[src/rtl/fawd_pkg.sv]
// Package: fawd_pkg
// Shared constants of the frame alignment word detector: line word width,
// alignment word value and the number of line words in one frame.
package fawd_pkg;
    localparam int                 LINE_W      = 48;
    localparam logic [LINE_W-1:0]  ALIGN_WORD  = 48'hF6F6F6282828;
    localparam int                 FRAME_WORDS = 2720;
endpackage

[src/rtl/fawd_window.sv]
// Module: fawd_window
// Holds the previous line word and presents a two-word search window,
// oldest bit at the top. Assumes one line word arrives every clock.
module fawd_window #(
    parameter int W = 48
) (
    input  logic           clk,
    input  logic           rst_n,
    input  logic [W-1:0]   din,
    output logic [2*W-1:0] win
);
    logic [W-1:0] prev_q;

    // Keep the word seen in the last cycle.
    always_ff @(posedge clk) begin
        if (!rst_n) prev_q <= '0;
        else        prev_q <= din;
    end

    // Previous word is older, so it sits in the upper half.
    assign win = {prev_q, din};
endmodule

[src/rtl/fawd_search.sv]
// Module: fawd_search
// Compares the window with the alignment word at every bit offset in
// parallel. The lowest matching offset, the earliest in bit order, is the
// one reported. Purely combinational; clk and rst_n only time the checks.
module fawd_search #(
    parameter int              W       = 48,
    parameter int              OFS_W   = 6,
    parameter logic [W-1:0]    PATTERN = 48'hF6F6F6282828
) (
    input  logic           clk,
    input  logic           rst_n,
    input  logic [2*W-1:0] win,
    output logic           match,
    output logic [OFS_W-1:0] ofs
);
    logic [W-1:0] hits;

    // One comparator per candidate offset.
    for (genvar k = 0; k < W; k++) begin : g_cmp
        assign hits[k] = (win[2*W-1-k -: W] == PATTERN);
    end

    // Priority encode, lowest offset wins.
    always_comb begin
        match = 1'b0;
        ofs   = '0;
        for (int k = W - 1; k >= 0; k--) begin
            if (hits[k]) begin
                match = 1'b1;
                ofs   = OFS_W'(k);
            end
        end
    end

    // The reported offset points at a comparator that actually fired.
    p_hit_at_ofs_r3: assert property (@(posedge clk) disable iff (!rst_n)
        match |-> hits[ofs]);
endmodule

[src/rtl/fawd_realign.sv]
// Module: fawd_realign
// Cuts one word out of the window at a bit offset counted from the oldest
// bit. Assumes sel is below W.
module fawd_realign #(
    parameter int W     = 48,
    parameter int OFS_W = 6
) (
    input  logic [2*W-1:0]   win,
    input  logic [OFS_W-1:0] sel,
    output logic [W-1:0]     aligned
);
    logic [2*W-1:0] shifted;

    // Drop the sel oldest bits; the top half is the aligned word.
    always_comb begin
        shifted = win << sel;
        aligned = shifted[2*W-1:W];
    end
endmodule

[src/rtl/fawd_track.sv]
// Module: fawd_track
// Frame lock state: accepts a match only while no frame is running, stores
// its offset, counts frame words and registers the aligned output.
// Assumes FRAME_WORDS is at least 2.
module fawd_track #(
    parameter int W           = 48,
    parameter int OFS_W       = 6,
    parameter int FRAME_WORDS = 2720
) (
    input  logic             clk,
    input  logic             rst_n,
    input  logic             match,
    input  logic [OFS_W-1:0] found_ofs,
    input  logic [W-1:0]     aligned,
    output logic [OFS_W-1:0] sel,
    output logic [W-1:0]     dout_q,
    output logic             valid_q,
    output logic             sof_q,
    output logic             in_frame_q,
    output logic [OFS_W-1:0] ofs_q
);
    localparam int               CNT_W = $clog2(FRAME_WORDS + 1);
    localparam logic [CNT_W-1:0] LAST  = CNT_W'(FRAME_WORDS - 1);

    logic [CNT_W-1:0] cnt_q;
    logic             accept;

    // A match counts only while searching.
    assign accept = match && !in_frame_q;
    // Fresh offset on the starting cycle, stored offset afterwards.
    assign sel    = accept ? found_ofs : ofs_q;

    // Lock, count and output register.
    always_ff @(posedge clk) begin
        if (!rst_n) begin
            dout_q     <= '0;
            valid_q    <= 1'b0;
            sof_q      <= 1'b0;
            in_frame_q <= 1'b0;
            ofs_q      <= '0;
            cnt_q      <= '0;
        end else begin
            valid_q <= accept || in_frame_q;
            sof_q   <= accept;
            if (accept || in_frame_q) dout_q <= aligned;
            if (accept) begin
                in_frame_q <= 1'b1;
                ofs_q      <= found_ofs;
                cnt_q      <= CNT_W'(1);
            end else if (in_frame_q) begin
                if (cnt_q == LAST) begin
                    in_frame_q <= 1'b0;
                    cnt_q      <= '0;
                end else begin
                    cnt_q <= cnt_q + CNT_W'(1);
                end
            end
        end
    end

    // Start of frame only from a search hit while unlocked.
    p_sof_from_search_r4: assert property (@(posedge clk) disable iff (!rst_n)
        sof_q |-> ($past(match) && !$past(in_frame_q)));
    // Start of frame is always a valid word.
    p_sof_valid_r4: assert property (@(posedge clk) disable iff (!rst_n)
        sof_q |-> valid_q);
    // Offset held for the whole frame.
    p_ofs_hold_r7: assert property (@(posedge clk) disable iff (!rst_n)
        (in_frame_q && !sof_q) |-> $stable(ofs_q));
    // Counter never passes the frame length.
    p_cnt_bound_r6: assert property (@(posedge clk) disable iff (!rst_n)
        int'(cnt_q) < FRAME_WORDS);
    // Lock released right after the last word.
    p_end_clear_r8: assert property (@(posedge clk) disable iff (!rst_n)
        (in_frame_q && cnt_q == LAST && !sof_q) |=> !in_frame_q);
    // Valid words only inside a frame or on its final word.
    p_valid_in_frame_r2: assert property (@(posedge clk) disable iff (!rst_n)
        valid_q |-> (in_frame_q || $past(cnt_q) == LAST));
endmodule

[src/rtl/faw_delineator.sv]
// Module: faw_delineator
// Top of the frame alignment word detector: window, parallel search,
// realignment and frame lock. Assumes a continuous 48-bit line word per
// clock, MSB first.
module faw_delineator
    import fawd_pkg::*;
#(
    parameter int              W           = LINE_W,
    parameter logic [W-1:0]    PATTERN     = ALIGN_WORD,
    parameter int              FRAME_LEN   = FRAME_WORDS,
    localparam int             OFS_W       = $clog2(W)
) (
    input  logic             clk,
    input  logic             rst_n,
    input  logic [W-1:0]     line_word,
    output logic [W-1:0]     dout,
    output logic             dout_valid,
    output logic             sof,
    output logic [OFS_W-1:0] frame_ofs,
    output logic             in_frame
);
    logic [2*W-1:0]   win;
    logic             match;
    logic [OFS_W-1:0] found_ofs;
    logic [OFS_W-1:0] sel;
    logic [W-1:0]     aligned;

    fawd_window #(.W(W)) u_window (
        .clk   (clk),
        .rst_n (rst_n),
        .din   (line_word),
        .win   (win)
    );

    fawd_search #(.W(W), .OFS_W(OFS_W), .PATTERN(PATTERN)) u_search (
        .clk   (clk),
        .rst_n (rst_n),
        .win   (win),
        .match (match),
        .ofs   (found_ofs)
    );

    fawd_realign #(.W(W), .OFS_W(OFS_W)) u_realign (
        .win     (win),
        .sel     (sel),
        .aligned (aligned)
    );

    fawd_track #(.W(W), .OFS_W(OFS_W), .FRAME_WORDS(FRAME_LEN)) u_track (
        .clk        (clk),
        .rst_n      (rst_n),
        .match      (match),
        .found_ofs  (found_ofs),
        .aligned    (aligned),
        .sel        (sel),
        .dout_q     (dout),
        .valid_q    (dout_valid),
        .sof_q      (sof),
        .in_frame_q (in_frame),
        .ofs_q      (frame_ofs)
    );
endmodule

[config.mk]
export PLATFORM = sky130hd
export DESIGN_NAME = faw_delineator
export DESIGN_NICKNAME = d
export VERILOG_FILES = /design/src/rtl/fawd_pkg.sv /design/src/rtl/fawd_window.sv /design/src/rtl/fawd_search.sv /design/src/rtl/fawd_realign.sv /design/src/rtl/fawd_track.sv /design/src/rtl/faw_delineator.sv
export SDC_FILE = /design/constraint.sdc
export NUM_CORES = 1
export LEC_CHECK = 0
export CORE_MARGIN = 5
export CORE_UTILIZATION = 50
export CTS_CLUSTER_SIZE = 8
export DETAILED_ROUTE_END_ITERATION = 10
export DONT_BUFFER_PORTS = 1
export PLACE_DENSITY = 0.75
export SYNTH_ARGS = -nofsm -noshare
export SYNTH_HDL_FRONTEND = slang
export SYNTH_HIERARCHICAL = 1
export SYNTH_SLANG_ARGS = --single-unit
[constraint.sdc]
create_clock -name clk -period 5.75 [get_ports clk]
set_input_delay 0.2875 -clock clk [delete_from_list [all_inputs] [get_ports clk]]
set_output_delay 0.2875 -clock clk [all_outputs]
set_load 0.02 [all_outputs]
==> results.cfg <==
[yosys]
yosysMostFrequentCell = nand2_1
synth.largest_area_cell = mux4_2
ys_top_cells_by_count = nand2_1, mux4_2, dfxtp_1
synthArstFlopShare_pct = 0
ys_ff_latch = 117
yosys.area_share.simple_pct = 31.4
synth_xor_area_share_pct = 0.602
seq_area_frac_synth_pct = 16.1
synth_nets = 1739
synthAdderAreaFrac_pct = 0.0860
ys_warn_count = 6
syn_avg_cell_area_um2 = 8.62
synth_cells = 1688
synthFlopType = dfxtp_1
synth_area_leaders = mux4_2, dfxtp_1, mux2i_1
synth_cell_type_count = 88
synth_area_um2 = 14600
synth_top_family_by_area = simple AND/OR/NAND/NOR gates
yosysTopAreaCellShare_pct = 18.3
synth_edf_count = 0
synth_compound_area_share_pct = 15.2
synthMuxAreaShare_pct = 28.9

[finish]
stdcell_count = 2301
fillCellCount = 2476
drive_gt1_share_pct = 30.5
layout.nets = 1955
syn2layout_area_growth_pct = 22.6
stdcell_area_um2 = 17800

[critical_path]
worstPathArrival_ns = 6.00
crit_fanout = 28
ff2ff_setup_slack_ns = 0.06
critPathKind = reg2reg
slowest_delay_ns = 0.67
r2r-start = u_window/prev_q[10]
path_cells = buf_4 -> or4b_2 -> nor3_1 -> a31oi_1 -> o221ai_1 -> nor2_1 -> or4b_1 -> nor2b_4 -> buf_4 -> mux2_4 -> mux4_2 -> mux4_2 -> a221o_1 -> a22oi_1 -> o21ai_1 -> nand2_1 -> a21boi_0
cp-end-kind = flop
worst_r2r_path_depth = 17
cp-start-kind = flop
crit_required_ns = 6.06
r2r-end = u_track/dout_q[43]
cpMaxStageDelayCell = or4b_2

[outcome]
status = completed

[timing]
finalHoldViolCount = 0
slew_headroom_pct = 20.7
max_freq_mhz = 176
drv_slew = 0
worst_slack_ns = 0.0636
finalSetupViolations = 0
clock_skew_ns = 0.0154
rsz0062_at_grt = false
period_minus_slack_ns = 5.69
hold_slack_ns = 0.00984
worst_pin_slew_ns = 1.19
fin_crit_sh_pct = 98.9

[drt]
drc = 0
initialDrtViolationCount = 3332
routed_wl_um = 75400
drtAntennaViolNets = 0
routed_via_density = 7.48
first_pass_iters = 10
route.vias.total = 17200
wl_per_cell_um = 32.8

[placement]
gp_congestion = 1.05
placed_area_um2 = 16500
portBuffers = 0
dp.cells = 2202
dp_slack_ns = 0.0486
dp_hpwl_um = 54800

[cts]
path_clk_slew_ns = 0.05
h-tree-depth = 4
cts.sinks = 117
clock_path_buffers = 2
cts_root_buf = clkbuf_16
numCtsBuffers = 17
clk_latency_ns = 0.44
cts_tree = built

[floorplan]
die_width_um = 181
core_um2 = 28700
io_pins = 107
die_h_um = 181
row_count = 62
start_util_pct = 50.7
dieArea_um2 = 32600

[global_route]
grt.total_usage_pct = 43.9
grt_pass1_vias = 16200
overflow = 0
antenna_found_initial = 1
grt_pass1_wl_um = 109000
grt_start_max_net_pins = 73

[worst_hold_path]
hold_end = u_track/dout_q[35]
hold_path.class = in2reg
min_path_cells = 1
min_from = rst_n

[pwr]
ir_drop_uv = 200
cellPowerDensity_nw_per_um2 = 142
finalPower_mw = 2.53
leakage_nw = 6.62

[flow_run]
cap_viol_max_count = 0
[layout make-up]
type	count	area, µm²	share of cell area, %
clock buffer	21	470	2.64
sequential	117	2340	13.1
tap	384	480	2.69
inverter	17	63.8	0.358
multi-input combinational	1370	11200	62.7
clock inverter	10	129	0.722
antenna	1	2.50	0.0140
timing repair buffer	381	3170	17.8
[repair_timing]
item / 4_1_cts / 5_1_grt
hold buffers: 65 / 0
gates resized for setup: 0 / 11
setup buffers: 0 / 1
endpoints found under the setup margin: 0 / 46
hold endpoints to repair: 60 / 0
[where the power goes]
part           total [mW]  leakage, nW  internal [mW]  switching (mW)
Clock                1.15        0.302          0.710           0.440
Sequential          0.877        0.956          0.829          0.0483
Combinational       0.504         5.36          0.261           0.243
Total                2.53         6.62           1.80           0.731
[kinds of logic (layout without fill, tap and decap cells)]
group	after synthesis	after routing
adder cells (fa/ha/maj)	1	1
other	0	1
AND/OR/NAND/NOR	796	796
multiplexers	266	267
AO/OA/AOI/OAI	296	296
buffers and inverters	202	429
XOR/XNOR	10	10
flip-flops	117	117
[worst max path at each step]
| stage | startpoint | to | slack (ns) | cells past startpoint |
|---|---|---|---|---|
| after detailed placement | u_window/prev_q[24] | u_track/dout_q[39] | 0.05 | 19 |
| after floorplan | line_word[28] | u_track/dout_q[34] | 0.54 | 20 |
| final | u_window/prev_q[10] | u_track/dout_q[43] | 0.06 | 17 |
| after global routing | u_window/prev_q[24] | u_track/dout_q[26] | 0.03 | 18 |
| after CTS | u_window/prev_q[24] | u_track/dout_q[39] | 0.005 | 19 |
| after global placement | u_window/prev_q[24] | u_track/dout_q[39] | -0.06 | 19 |
[critical path: cells and delay by family (launching register included)]
family                 cells  cell delay (ns)
AOI/OAI and AO/OA          6             1.43
buffers and inverters      2             0.45
DFF                        1             0.45
muxes                      3             1.40
and+or+nand+nor            6             1.81
[flip-flops by register name, indices dropped and copies added, names as in the netlist]
name and flops:
u_track/valid_q 1, u_track/ofs_q 6, u_track/cnt_q 12, u_window/prev_q 48
u_track/dout_q 48, u_track/sof_q 1, u_track/in_frame_q 1
[through the flow]
stage	util, %	setup TNS (ns)
floorplan	-	0
global placement	57.5	-0.180
detailed placement	57.5	0
CTS	61.9	0
global route	62.2	0
finish	62.2	0
[cell usage in the layout (no fill, tap or decap), drive strengths merged, types with 8 or more instances in the layout]
cell type,Yosys,layout
nand4,42,42
a21boi,48,48
and3,14,14
nand2,249,249
nor4,36,36
a21oi,24,24
nor2b,32,32
o211ai,22,22
a22oi,30,30
nor3,22,22
and2,67,67
nor3b,19,19
mux2,53,54
nand2b,23,23
nand3b,9,9
a221oi,9,9
or4,14,14
dfxtp,117,117
o22ai,18,18
a2bb2oi,8,8
a31oi,10,10
buf,118,317
mux4,118,118
dlygate4sd3,0,64
o21ai,31,31
nand3,38,38
clkinv,1,8
nor2,95,95
nor4b,18,18
a32oi,10,10
clkbuf,67,21
or4b,10,10
and4b,13,13
inv,16,16
o221ai,18,18
nand4b,16,16
mux2i,95,95
nor4bb,36,36
[layer usage]
metal / part of all wire (%) / track usage (%) / vias up
li1: - / - / 6956
met1: 37 / 57.3 / 8114
met2: 42 / 66.3 / 1708
met3: 13 / 11.3 / 430
met4: 7.9 / 24.9 / 0
met5: 0 / 0 / -
Note: power is estimated with default switching activity, not from simulation.
